$ cat src/rtl/cfg_hdr_pkg.sv
package cfg_hdr_pkg;

  typedef enum logic [1:0] {
    ST_SCAN   = 2'd0,
    ST_REPLAY = 2'd1,
    ST_PASS   = 2'd2
  } scanState_t;

  // strobes from the control FSM to the datapath
  typedef struct packed {
    logic scanTake;  // a header/search byte is consumed this cycle
    logic restart;   // image finished: rewind the parse state
    logic foundA;    // four-byte run completed on the current byte
    logic foundB;    // two-byte pattern completed on the current byte
    logic giveUp;    // image ended without a pattern
    logic emitStep;  // one replayed pattern byte leaves
  } ctrlStrobe_t;

endpackage

$ cat src/rtl/cfg_hdr_datapath.sv
module cfg_hdr_datapath
  import cfg_hdr_pkg::*;
#(
  parameter int PREFIX_LEN  = 15,
  parameter int FIELD_COUNT = 4,
  parameter int FIELD_EXTRA = 3,
  parameter int A_RUN       = 4,
  parameter logic [3:0] B_NIBBLE = 4'h3,
  parameter int OFFS_W      = 20
) (
  input  logic              clk,
  input  logic              rstN,
  input  logic              modeB,
  input  logic [7:0]        inData,
  input  ctrlStrobe_t       strobe,
  output logic              aHit,
  output logic              bHit,
  output logic              emitLast,
  output logic              startValid,
  output logic [OFFS_W-1:0] dataStart,
  output logic              notFound
);

  localparam int FIDX_W = $clog2(FIELD_COUNT + 1);
  localparam int RUN_W  = (A_RUN > 2) ? $clog2(A_RUN) : 1;
  localparam logic [FIDX_W-1:0] FIELD_END = FIDX_W'(FIELD_COUNT);
  localparam logic [RUN_W-1:0]  RUN_TOP   = RUN_W'(A_RUN - 1);
  localparam logic [OFFS_W-1:0] RUN_BACK  = OFFS_W'(A_RUN - 1);
  localparam logic [OFFS_W-1:0] STEP_ADD  = OFFS_W'(FIELD_EXTRA);
  localparam logic [OFFS_W-1:0] FIRST_LEN = OFFS_W'(PREFIX_LEN);

  logic [OFFS_W-1:0] offsetQ;
  logic [OFFS_W-1:0] targetQ;
  logic [FIDX_W-1:0] fieldIdxQ;
  logic              windowQ;
  logic [RUN_W-1:0]  runQ;
  logic              prevFfQ;
  logic [RUN_W-1:0]  emitQ;

  logic isFf;
  logic atTarget;
  logic fieldsDone;
  logic windowOpen;
  logic patNibble;

  assign isFf       = (inData == 8'hFF);
  assign atTarget   = (offsetQ == targetQ);
  assign fieldsDone = (fieldIdxQ == FIELD_END);
  assign windowOpen = windowQ || (atTarget && fieldsDone);

  generate
    if (A_RUN > 1) begin : g_runCmp
      assign aHit = !modeB && windowOpen && isFf && (runQ == RUN_TOP);
    end else begin : g_runOne
      assign aHit = !modeB && windowOpen && isFf;
    end
  endgenerate

  assign patNibble = (inData[7:4] == B_NIBBLE);
  assign bHit      = modeB && prevFfQ && patNibble;
  assign emitLast  = (emitQ == RUN_TOP);

  // header walk, run counter and replay counter
  always_ff @(posedge clk or negedge rstN) begin
    if (!rstN) begin
      offsetQ   <= '0;
      targetQ   <= FIRST_LEN;
      fieldIdxQ <= '0;
      windowQ   <= 1'b0;
      runQ      <= '0;
      prevFfQ   <= 1'b0;
      emitQ     <= '0;
    end else if (strobe.restart) begin
      offsetQ   <= '0;
      targetQ   <= FIRST_LEN;
      fieldIdxQ <= '0;
      windowQ   <= 1'b0;
      runQ      <= '0;
      prevFfQ   <= 1'b0;
      emitQ     <= '0;
    end else begin
      if (strobe.scanTake) begin
        offsetQ <= offsetQ + 1'b1;
        if (atTarget && !fieldsDone) begin
          targetQ   <= offsetQ + OFFS_W'(inData) + STEP_ADD;
          fieldIdxQ <= fieldIdxQ + 1'b1;
        end
        if (atTarget && fieldsDone) begin
          windowQ <= 1'b1;
        end
        if (windowOpen && isFf) begin
          runQ <= runQ + 1'b1;
        end else begin
          runQ <= '0;
        end
        prevFfQ <= isFf;
      end
      if (strobe.emitStep) begin
        emitQ <= emitQ + 1'b1;
      end
    end
  end

  // result flags: cleared by the first byte of a new image, set on an outcome
  always_ff @(posedge clk or negedge rstN) begin
    if (!rstN) begin
      startValid <= 1'b0;
      dataStart  <= '0;
      notFound   <= 1'b0;
    end else begin
      if (strobe.scanTake && (offsetQ == '0)) begin
        startValid <= 1'b0;
        notFound   <= 1'b0;
        dataStart  <= '0;
      end
      if (strobe.giveUp) begin
        notFound <= 1'b1;
      end
      if (strobe.foundA) begin
        startValid <= 1'b1;
        dataStart  <= offsetQ - RUN_BACK;
      end
      if (strobe.foundB) begin
        startValid <= 1'b1;
        dataStart  <= offsetQ + 1'b1;
      end
    end
  end

  // the field walk never runs past the configured field count
  assert_field_bound_R2: assert property (@(posedge clk) disable iff (!rstN)
    fieldIdxQ <= FIELD_END);

  // no run is counted before the search window has opened
  assert_run_gated_R2: assert property (@(posedge clk) disable iff (!rstN)
    !windowQ |-> (runQ == '0));

  // success and failure are never reported together
  assert_flag_excl_R7: assert property (@(posedge clk) disable iff (!rstN)
    !(startValid && notFound));

endmodule

$ cat src/rtl/cfg_hdr_control.sv
module cfg_hdr_control
  import cfg_hdr_pkg::*;
(
  input  logic        clk,
  input  logic        rstN,
  input  logic        inValid,
  input  logic        inLast,
  input  logic        outReady,
  input  logic        aHit,
  input  logic        bHit,
  input  logic        emitLast,
  output ctrlStrobe_t strobe,
  output logic        inReady,
  output logic        outValid,
  output logic        outLast,
  output logic        replayOn
);

  scanState_t stateQ;
  scanState_t stateD;
  logic       lastQ;
  logic       lastD;

  always_comb begin
    stateD   = stateQ;
    lastD    = lastQ;
    strobe   = '0;
    inReady  = 1'b0;
    outValid = 1'b0;
    outLast  = 1'b0;
    replayOn = 1'b0;
    unique case (stateQ)
      ST_SCAN: begin
        inReady = 1'b1;
        if (inValid) begin
          strobe.scanTake = 1'b1;
          if (aHit) begin
            strobe.foundA = 1'b1;
            lastD         = inLast;
            stateD        = ST_REPLAY;
          end else if (bHit) begin
            strobe.foundB = 1'b1;
            if (inLast) begin
              strobe.restart = 1'b1;
            end else begin
              stateD = ST_PASS;
            end
          end else if (inLast) begin
            strobe.giveUp  = 1'b1;
            strobe.restart = 1'b1;
          end
        end
      end
      ST_REPLAY: begin
        replayOn = 1'b1;
        outValid = 1'b1;
        outLast  = emitLast && lastQ;
        if (outReady) begin
          strobe.emitStep = 1'b1;
          if (emitLast) begin
            strobe.restart = 1'b1;
            stateD         = lastQ ? ST_SCAN : ST_PASS;
          end
        end
      end
      ST_PASS: begin
        outValid = inValid;
        outLast  = inLast;
        inReady  = outReady;
        if (inValid && outReady && inLast) begin
          strobe.restart = 1'b1;
          stateD         = ST_SCAN;
        end
      end
      default: begin
        stateD = ST_SCAN;
      end
    endcase
  end

  always_ff @(posedge clk or negedge rstN) begin
    if (!rstN) begin
      stateQ <= ST_SCAN;
      lastQ  <= 1'b0;
    end else begin
      stateQ <= stateD;
      lastQ  <= lastD;
    end
  end

  // a replay that started on the final byte ends the image, never passes on
  assert_replay_end_R9: assert property (@(posedge clk) disable iff (!rstN)
    (stateQ == ST_REPLAY) && lastQ |=> (stateQ != ST_PASS));

endmodule

$ cat src/rtl/cfg_hdr_locator.sv
module cfg_hdr_locator
  import cfg_hdr_pkg::*;
#(
  parameter int PREFIX_LEN  = 15,
  parameter int FIELD_COUNT = 4,
  parameter int FIELD_EXTRA = 3,
  parameter int A_RUN       = 4,
  parameter logic [3:0] B_NIBBLE = 4'h3,
  parameter int OFFS_W      = 20
) (
  input  logic              clk,
  input  logic              rstN,
  input  logic              modeB,
  input  logic              inValid,
  output logic              inReady,
  input  logic [7:0]        inData,
  input  logic              inLast,
  output logic              outValid,
  input  logic              outReady,
  output logic [7:0]        outData,
  output logic              outLast,
  output logic              startValid,
  output logic [OFFS_W-1:0] dataStart,
  output logic              notFound
);

  ctrlStrobe_t strobe;
  logic aHit;
  logic bHit;
  logic emitLast;
  logic replayOn;

  cfg_hdr_control u_ctrl (
    .clk      (clk),
    .rstN     (rstN),
    .inValid  (inValid),
    .inLast   (inLast),
    .outReady (outReady),
    .aHit     (aHit),
    .bHit     (bHit),
    .emitLast (emitLast),
    .strobe   (strobe),
    .inReady  (inReady),
    .outValid (outValid),
    .outLast  (outLast),
    .replayOn (replayOn)
  );

  cfg_hdr_datapath #(
    .PREFIX_LEN  (PREFIX_LEN),
    .FIELD_COUNT (FIELD_COUNT),
    .FIELD_EXTRA (FIELD_EXTRA),
    .A_RUN       (A_RUN),
    .B_NIBBLE    (B_NIBBLE),
    .OFFS_W      (OFFS_W)
  ) u_dp (
    .clk        (clk),
    .rstN       (rstN),
    .modeB      (modeB),
    .inData     (inData),
    .strobe     (strobe),
    .aHit       (aHit),
    .bHit       (bHit),
    .emitLast   (emitLast),
    .startValid (startValid),
    .dataStart  (dataStart),
    .notFound   (notFound)
  );

  assign outData = replayOn ? 8'hFF : inData;

  // a stalled beat stays put
  assert_hold_R8: assert property (@(posedge clk) disable iff (!rstN)
    outValid && !outReady |=> outValid && $stable(outData) && $stable(outLast));

  // nothing is forwarded before a pattern has been located
  assert_fwd_found_R3: assert property (@(posedge clk) disable iff (!rstN)
    outValid |-> startValid);

  // a failed image stays silent
  assert_fail_silent_R7: assert property (@(posedge clk) disable iff (!rstN)
    notFound |-> !outValid);

endmodule

$ cat config.mk
export PLATFORM = sky130hd
export DESIGN_NAME = cfg_hdr_locator
export DESIGN_NICKNAME = d
export VERILOG_FILES = /design/src/rtl/cfg_hdr_pkg.sv /design/src/rtl/cfg_hdr_datapath.sv /design/src/rtl/cfg_hdr_control.sv /design/src/rtl/cfg_hdr_locator.sv
export SDC_FILE = /design/constraint.sdc
export NUM_CORES = 1
export LEC_CHECK = 0
export ABC_AREA = 0
export ABC_CLOCK_PERIOD_IN_PS = 2900
export BUFFER_PORTS_ARGS = -buffer_cell sky130_fd_sc_hd__buf_2
export CAP_MARGIN = 10
export CORE_ASPECT_RATIO = 2
export CORE_MARGIN = 4
export CORE_UTILIZATION = 50
export DETAILED_ROUTE_END_ITERATION = 8
export PLACE_DENSITY_LB_ADDON = 0.1
export SLEW_MARGIN = 20
export SYNTH_ARGS = -nofsm -noshare
export SYNTH_HDL_FRONTEND = slang
export SYNTH_SLANG_ARGS = --single-unit
$ cat constraint.sdc
create_clock -name clk -period 2.9 [get_ports clk]
set_input_delay 0.29 -clock clk [delete_from_list [all_inputs] [get_ports clk]]
set_output_delay 0.29 -clock clk [all_outputs]
set_load 0.02 [all_outputs]
Word-level counts from Yosys, hierarchy flattened
Cells that the tools add are included.
{"block": "totals", "regBits": 74, "input_bits": 14, "elab_cells": 114}
{"block": "op_classes", "addsub": 7, "eq_ne": 14, "mux": 54, "n_reduce_logical": 27}
{"operator": "2-to-1 mux 20 bit", "count": 8}
{"operator": "2-to-1 mux 2 bit", "count": 14}
{"operator": "2-to-1 mux 1 bit", "count": 21}
{"operator": "adder 20 x 1 -> 20 bit, second input constant", "count": 1}
{"operator": "adder 20 x 2 -> 20 bit, second input constant", "count": 1}
{"operator": "adder 20 x 8 -> 20 bit", "count": 1}
{"operator": "== test 20 bit", "count": 1}
{"operator": "logical NOT 20 bit", "count": 1}
{"operator": "subtractor 20 x 2 -> 20 bit, second input constant", "count": 1}
{"operator": "logical AND 1 bit", "count": 12}
{"operator": "2-to-1 mux 3 bit", "count": 4}
{"operator": "nonzero test 2 bit", "count": 5}
{"operator": "== test 8 bit, second input constant", "count": 1}
{"operator": "2-to-1 mux 8 bit", "count": 1}
{"operator": "== test 2 bit, second input constant", "count": 3}
{"operator": "!= test 3 bit, second input constant", "count": 2}
{"operator": "case mux 1 bit (2 select lines)", "count": 3}
{"operator": "case mux 2 bit (3 select lines)", "count": 1}
{"operator": "AND reduction 6 bit", "count": 1}
{"operator": "2-to-1 mux 5 bit", "count": 1}
{"operator": "adder 2 x 1 -> 2 bit, second input constant", "count": 2}
{"operator": "== test 4 x 2 -> 1 bit, second input constant", "count": 1}
{"operator": "!= test 2 x 1 -> 1 bit, second input constant", "count": 2}
{"operator": "!= test 2 bit, second input constant", "count": 2}
{"operator": "10 further kinds", "count": 12}

Longest topological paths before layout
Gate-level depths: netlist of run 1.
{"block": "depth", "word_depth": 13, "depth_mapped": 14, "mapped_depth_nobuf": 13}

Hierarchy
Synthesis of run 1 repeated with hierarchy kept, for this count alone.
{"block": "hier_totals", "hier_cells": 583, "hier_area_um2": 5058.6}
{"mod": "cfg_hdr_datapath", "n_inst": 1, "cells_per_inst": 537, "area_per_inst_um2": 4683.2, "seq_area_each_um2": 1781.7}
{"mod": "cfg_hdr_control", "n_inst": 1, "cells_per_inst": 38, "area_per_inst_um2": 325.3, "seq_area_each_um2": 75.1}
{"mod": "cfg_hdr_locator", "n_inst": 1, "cells_per_inst": 8, "area_per_inst_um2": 50.0, "seq_area_each_um2": 0.0}

Worst setup path before layout of run 1
OpenSTA, ideal clock, no wires.
{"block": "synth_path", "kind": "register to register", "startpoint": "register u_dp.offsetQ[1]", "endpoint": "register u_dp.targetQ[19]", "setup_time_ps": 94, "t_arrival_ps": 2675, "required_time_ps": 2806, "slack_ps": 131, "stages_incl_launch_ff": 15, "period_less_slack_ps": 2769, "cell_sequence": "dfrtp_1 clkbuf_1 inv_1 ha_1 inv_1 ha_1 inv_1 fa_1 nor2b_1 o2111ai_1 a31oi_1 nand2_1 nor2_1 xnor2_1 a211oi_1"}
{"block": "synth_via", "elab_chain_len": 11}
{"item": "start, declared", "line": "cfg_hdr_datapath.sv:32", "source": "logic [OFFS_W-1:0] offsetQ;"}
{"item": "start signal, assigned", "line": "cfg_hdr_datapath.sv:83", "source": "offsetQ <= offsetQ + 1'b1;"}
{"item": "parallel branches: the longest is 11 deep, another holds adder 20 x 8 -> 20 bit"}
{"item": "end signal, assigned", "line": "cfg_hdr_datapath.sv:85", "source": "targetQ <= offsetQ + OFFS_W'(inData) + STEP_ADD;"}
{"item": "end, declared", "line": "cfg_hdr_datapath.sv:33", "source": "logic [OFFS_W-1:0] targetQ;"}
Parallel ways; which one is timed is not known. The select of a mux whose other input is x is not followed.
A chain may end at the register's enable or synchronous reset.

Worst setup path after layout of run 1
{"block": "layout_path", "startpoint": "register u_dp.offsetQ[8]", "endpoint": "register u_dp.dataStart[16]"}
{"block": "layout_via", "elab_chain_len": 11}
{"item": "== test 20 bit", "line": "cfg_hdr_datapath.sv:47", "source": "assign atTarget = (offsetQ == targetQ);"}
{"item": "logical AND 1 bit", "line": "cfg_hdr_datapath.sv:49", "source": "assign windowOpen = windowQ || (atTarget && fieldsDone);"}
{"item": "logical OR 1 bit", "line": "cfg_hdr_datapath.sv:49"}
{"item": "logical AND 1 bit (3 in a row)", "line": "cfg_hdr_datapath.sv:53", "source": "assign aHit = !modeB && windowOpen && isFf && (runQ == RUN_TOP);"}
{"item": "2-to-1 mux 1 bit", "line": "cfg_hdr_control.sv:37", "source": "if (aHit) begin"}
{"item": "2-to-1 mux 5 bit", "line": "cfg_hdr_control.sv:35", "source": "if (inValid) begin"}
{"item": "2-to-1 mux 3 bit", "line": "cfg_hdr_control.sv:32", "source": "unique case (stateQ)"}
{"item": "2-to-1 mux 20 bit", "line": "cfg_hdr_datapath.sv:119", "source": "if (strobe.foundA) begin"}
{"item": "2-to-1 mux 20 bit", "line": "cfg_hdr_datapath.sv:123", "source": "if (strobe.foundB) begin"}
{"item": "end signal, assigned", "line": "cfg_hdr_datapath.sv:121", "source": "dataStart <= offsetQ - RUN_BACK;"}
{"item": "end signal, assigned", "line": "cfg_hdr_datapath.sv:125", "source": "dataStart <= offsetQ + 1'b1;"}
{"item": "end, declared", "line": "cfg_hdr_datapath.sv:20", "source": "output logic [OFFS_W-1:0] dataStart,"}
Parallel ways exist; a longest one is shown, timed or not.

==> results of run 1 <==
-- placed cells by master, fill, tap and decap left out, types with 10 or more instances in the layout --
master	count
a211oi_1	10
a21oi_1	18
a22o_1	10
buf_2	45
buf_4	34
dfrtp_1	70
ha_1	25
inv_1	18
nand2_1	57
nand3_1	17
nor2_1	66
nor3_1	20
o21ai_0	21
or2_2	10
xnor2_1	23
xor2_1	41
-- power by group --
group,switching (uW),internal [uW],leakage (uW)
clock,452,778,0.000163
sequential,25.1,1070,0.00101
combinational,636,352,0.00166
total,1110,2200,0.00284
-- stage by stage --
step / cell area [um2] / instances
floorplan: 5070 / 576
global placement: 5540 / 745
detailed placement: 5540 / 745
CTS: 5870 / 761
global route: 5890 / 761
finish: 5890 / 761
-- registers in the layout (all words and copies together) (netlist names) --
name             flops
u_dp.offsetQ        20
u_dp.runQ            2
u_dp.notFound        1
u_dp.dataStart      20
u_dp.emitQ           2
u_dp.prevFfQ         1
u_dp.windowQ         1
u_ctrl.lastQ         1
u_dp.startValid      1
u_dp.fieldIdxQ       3
u_ctrl.stateQ        2
u_dp.targetQ        20
-- area by class of cell --
class,instances,area (um2)
multi-input combinational,440,2950
clock buffer,10,239
fill,922,3940
clock inverter,6,87.6
timing repair buffer,81,520
tap,132,165
sequential,74,1860
inverter,18,67.6
-- critical path: cells and delay by family, from the launching register on --
family	cells	cell delay, ns
AOI/OAI and AO/OA	2	0.31
and+or+nand+nor	4	1.81
DFF	1	0.49
-- layer usage --
metal	global-route usage, %	up-vias	part of all wire, %
met5	0	-	0
met2	47.6	140	55
met1	27.0	2211	36
met3	4.13	48	3.5
li1	-	2130	-
met4	15.7	0	5.4
-- worst paths after layout --
check | startpoint | slack [ns] | cells past startpoint | end
worst max-delay path | u_dp.offsetQ[8] | 0.18 | 6 | u_dp.dataStart[16]
worst min-delay path | rstN | 0.08 | 1 | u_dp.fieldIdxQ[0]
worst max register to register | u_dp.offsetQ[8] | 0.18 | 6 | u_dp.dataStart[16]
worst min register to register | u_dp.startValid | 0.48 | 1 | u_dp.startValid
max in group asynchronous | rstN | 2.17 | 1 | u_dp.dataStart[4]
min in group clk | inLast | 0.24 | 3 | u_ctrl.lastQ
-- logic make-up (layout without fill, tap and decap cells) --
kind of cell | after synthesis | after routing | synth area share [%]
compound gates | 114 | 114 | 16.2
xor+xnor | 64 | 64 | 11.1
fa+ha+maj | 27 | 27 | 6.82
buf+inv | 62 | 115 | 5.75
flops | 74 | 74 | 36.7
mux | 9 | 9 | 1.83
simple gates | 226 | 226 | 21.7
==> impl_metrics.tcl, run 1 <==
set metrics [dict create \
    via_per_inst 5.95 \
    max_cap_viol_count 0 \
    cp_common_cell "or4_1" \
    crit_fanout 8 \
    drc 0 \
    hold_path_class "input port to async pin" \
    std_cell_rows 51 \
    arrival_ns 2.95 \
    status "finished, final reports clean" \
    crit_path_end_kind "flip-flop" \
    start_kind "flip-flop" \
    cts_buffer_depth 2 \
    drt_iter0_drc 341 \
    routabilityCongestion 0.932 \
    yosys-top-cells-area "dfrtp_1 (35%), xor2_1 (7.1%), ha_1 (6.4%)" \
    setup_viol 0 \
    report.final.slew_viol_count 0 \
    synth_edf_count 0 \
    io_pins 47 \
    syn-num-nets 617 \
    syn_avg_cell_area_um2 8.80 \
    cp_slowest_cell "or4_1" \
    dp_hpwl_mm 11.2 \
    cp_slowest_stage_delay_ns 0.62 \
    peakVddDrop_mv 0.356 \
    clock_latency_ns 0.34 \
    core_um2 9830 \
    rsz0062_at_grt "no" \
    grt_antenna_before_repair 0 \
    cts_sinks 74 \
    fmax_mhz 367 \
    grt_first_pass_wirelength_mm 23.5 \
    yosysMostFrequentCell "dfrtp_1" \
    netlist_instances 576 \
    diodes 0 \
    crit_path_cell_trace "or4_1 > or4_1 > or3_1 > nor3_1 > o211ai_1 > a22o_1" \
    worstMarginPinSlew_ns 0.963 \
    grt_pass1_vias 4569 \
    fin_nets 665 \
    cts_setup_buffers 0 \
    fp.dieW_um 79.2 \
    fin_ws_ns 0.175 \
    tns_ns 0 \
    syn_area_um2 5070 \
    power.total_uw 3310 \
    port-buffer-count 46 \
    pre_cts_ws_ns 0.0945 \
    drtAntennaViolNets 0 \
    grt_overflow 0 \
    totalWireLength_mm 14.7 \
    tritoncts "built" \
    die-area_um2 11900 \
    post-route-util_pct 59.9 \
    finalClockSkew_ns 0.00694 \
    powerDensity_nw_per_um2 562 \
    numCtsBuffers 9 \
    hold_ws_ns 0.0821 \
    clk_pin_slew_ns 0.06 \
    cp_data_required_time_ns 3.12 \
    ctsResizeCount 0 \
    timing.final.hold_violations 0 \
    synthArstFlopShare_pct 100 \
    total_leakage_power_uw 0.00284 \
    synth_cell_types 61 \
    drtPass1Iterations 8 \
    ys.flop_type "dfrtp_1" \
    holdBufCountCts 0 \
    synth_largest_area_cell "dfrtp_1" \
    yosysWarnings 0 \
    synth.top_cell.area_share_pct 34.6 \
    via_count 4529 \
    root_buffer "clkbuf_16" \
    synth-seq-cells 74 \
    worstSetupPathType "flip-flop to flip-flop" \
    period_minus_slack_ns 2.72 \
    drive_gt1_share_pct 19.9 \
    die_h_um 150 \
    wire_per_inst_um 19.3 \
    grt_usage_pct 25.9 \
    synth_seq_area_share_pct 36.7 \
    slew_headroom_pct 35.8 \
    syn2layout_area_growth_pct 16.2 \
    htreeDepth 3 \
    grt_max_degree 75 \
    synthTopCellsByCount "dfrtp_1 (70), nor2_1 (66), nand2_1 (57), xor2_1 (41), ha_1 (26)" \
    start_util_pct 51.6 \
    period_share_pct 94.0 \
]
Note: power is estimated with default switching activity, not from simulation.
==> run 2, diff against run 1 <==
Settings changed: CORE_UTILIZATION 50 to 54.
==> impl_metrics.tcl, run 2 (synthesis results as in run 1) <==
set metrics [dict create \
    status "finished, final reports clean" \
    power_frac_seq_pct 32.9 \
    max_cap_viol_count 0 \
    crit_fanout 4 \
    setup_viol 0 \
    grt_antenna_before_repair 0 \
    cts_sinks 74 \
    power.total_uw 3300 \
    fin_nets 675 \
    holdBufCountCts 0 \
    ctsResizeCount 0 \
    cts_buffer_depth 2 \
    rsz0062_at_grt "no" \
    die_h_um 145 \
    post-route-util_pct 65.2 \
    period_minus_slack_ns 2.77 \
    start_kind "flip-flop" \
    via_count 4601 \
    switchingPower_uw 1130 \
    clk_pin_slew_ns 0.06 \
    syn2layout_area_growth_pct 16.8 \
    grt_overflow 0 \
    diodes 0 \
    report.final.slew_viol_count 0 \
    die-area_um2 11100 \
    num-fill-cells 777 \
    dp_hpwl_mm 11.2 \
    grt_first_pass_wirelength_mm 24.1 \
    hold_path_class "input port to async pin" \
    slew_headroom_pct 35.9 \
    pwr-share-clk_pct 34.9 \
    arrival_ns 2.99 \
    start_util_pct 55.8 \
    htreeDepth 3 \
    cts_setup_buffers 0 \
    totalWireLength_mm 15.0 \
    cp_data_required_time_ns 3.13 \
    std_cell_rows 49 \
    grt_usage_pct 27.8 \
    core_um2 9070 \
    comb_power_share_pct 32.2 \
    timing.final.hold_violations 0 \
    wire_per_inst_um 20.2 \
    grt_pass1_vias 4625 \
    worstSetupPathType "flip-flop to flip-flop" \
    clock_latency_ns 0.34 \
    drive_gt1_share_pct 20.5 \
    final_cell_mix "dfrtp_1 (70), nor2_1 (66), nand2_1 (57)" \
    intPower_uw 2170 \
    fmax_mhz 361 \
    worstMarginPinSlew_ns 0.962 \
    finalClockSkew_ns 0.00418 \
    port-buffer-count 46 \
    via_per_inst 6.21 \
    grt_max_degree 75 \
    drtAntennaViolNets 0 \
    io_pins 47 \
    peakVddDrop_mv 0.358 \
    top_regs "u_dp.dataStart (20), u_dp.offsetQ (20), u_dp.targetQ (20)" \
    swShare_pct 34.2 \
    final_common_cell "dfrtp_1" \
    tritoncts "built" \
    drc 0 \
    crit_path_end_kind "flip-flop" \
    numCtsBuffers 9 \
    drt_iter0_drc 297 \
    routabilityCongestion 0.940 \
    fp.dieW_um 76.5 \
    root_buffer "clkbuf_16" \
    powerDensity_nw_per_um2 558 \
    total_leakage_power_uw 0.00287 \
    drtPass1Iterations 4 \
    tns_ns 0 \
    period_share_pct 95.5 \
]
[run 2: changes by cell type in the layout (fill, tap and decap cells not counted), sizes merged]
cell,change
buf,+10
clkbuf,+2
clkinv,-2
clkinvlp,+2
bufinv,-1
inv,-1
[run 2: per-layer routing]
layer	wire length, um	vias up	GRT usage (%)
met3	636	46	3.85
met5	0	-	0
met2	8160	159	51.3
met1	5430	2250	30.1
met4	780	0	15.2
li1	-	2146	-
[run 2: area by class of cell]
cell class / count / area, um2 / area share (%)
Timing Repair Buffer: 91 / 608 / 10.3
Inverter: 18 / 67.6 / 1.14
Sequential cell: 74 / 1860 / 31.4
Clock buffer: 12 / 256 / 4.34
Tap cell: 102 / 128 / 2.16
Clock inverter: 4 / 50.0 / 0.846
Multi-Input combinational cell: 440 / 2950 / 49.9
[run 2: power by group through the flow]
stage                     Combinational [uW]  Sequential, uW  Clock (uW)
final                                   1060            1090        1150
after global routing                    1160            1090        1210
after CTS                               1060            1090        1160
after detailed placement                1050            1110           0
after global placement                  1040            1100           0
after floorplan                          672            1110           0
[run 2: through the flow]
step | setup WS, ns | area [um2] | hold slack, ns | instances
global route | 0.0147 | 5920 | 0.169 | 741
floorplan | 0.131 | 5070 | -0.00559 | 576
CTS | 0.0276 | 5900 | 0.137 | 741
finish | 0.132 | 5920 | 0.0676 | 741
detailed placement | 0.0139 | 5590 | 0.467 | 725
global placement | 0.0463 | 5590 | 0.466 | 725
[run 2: worst paths after layout]
| kind | from | to | slack (ns) | cells past startpoint |
|---|---|---|---|---|
| worst max-delay path | u_dp.offsetQ[8] | u_dp.dataStart[17] | 0.13 | 6 |
| min in group clk | inLast | u_ctrl.lastQ | 0.23 | 3 |
| worst max register to register | u_dp.offsetQ[8] | u_dp.dataStart[17] | 0.13 | 6 |
| worst min-delay path | rstN | u_dp.fieldIdxQ[0] | 0.07 | 1 |
| worst min register to register | u_dp.startValid | u_dp.startValid | 0.48 | 1 |
| max in group asynchronous | rstN | u_dp.offsetQ[17] | 2.17 | 1 |
[run 2: critical path, stage by stage (launching register included)]
cell and delay, ns:
dfrtp_1 0.45, or4_1 0.59, nor3_1 0.42, nand2_1 0.23, nor4_1 0.52, o221ai_1 0.23, a22o_1 0.22
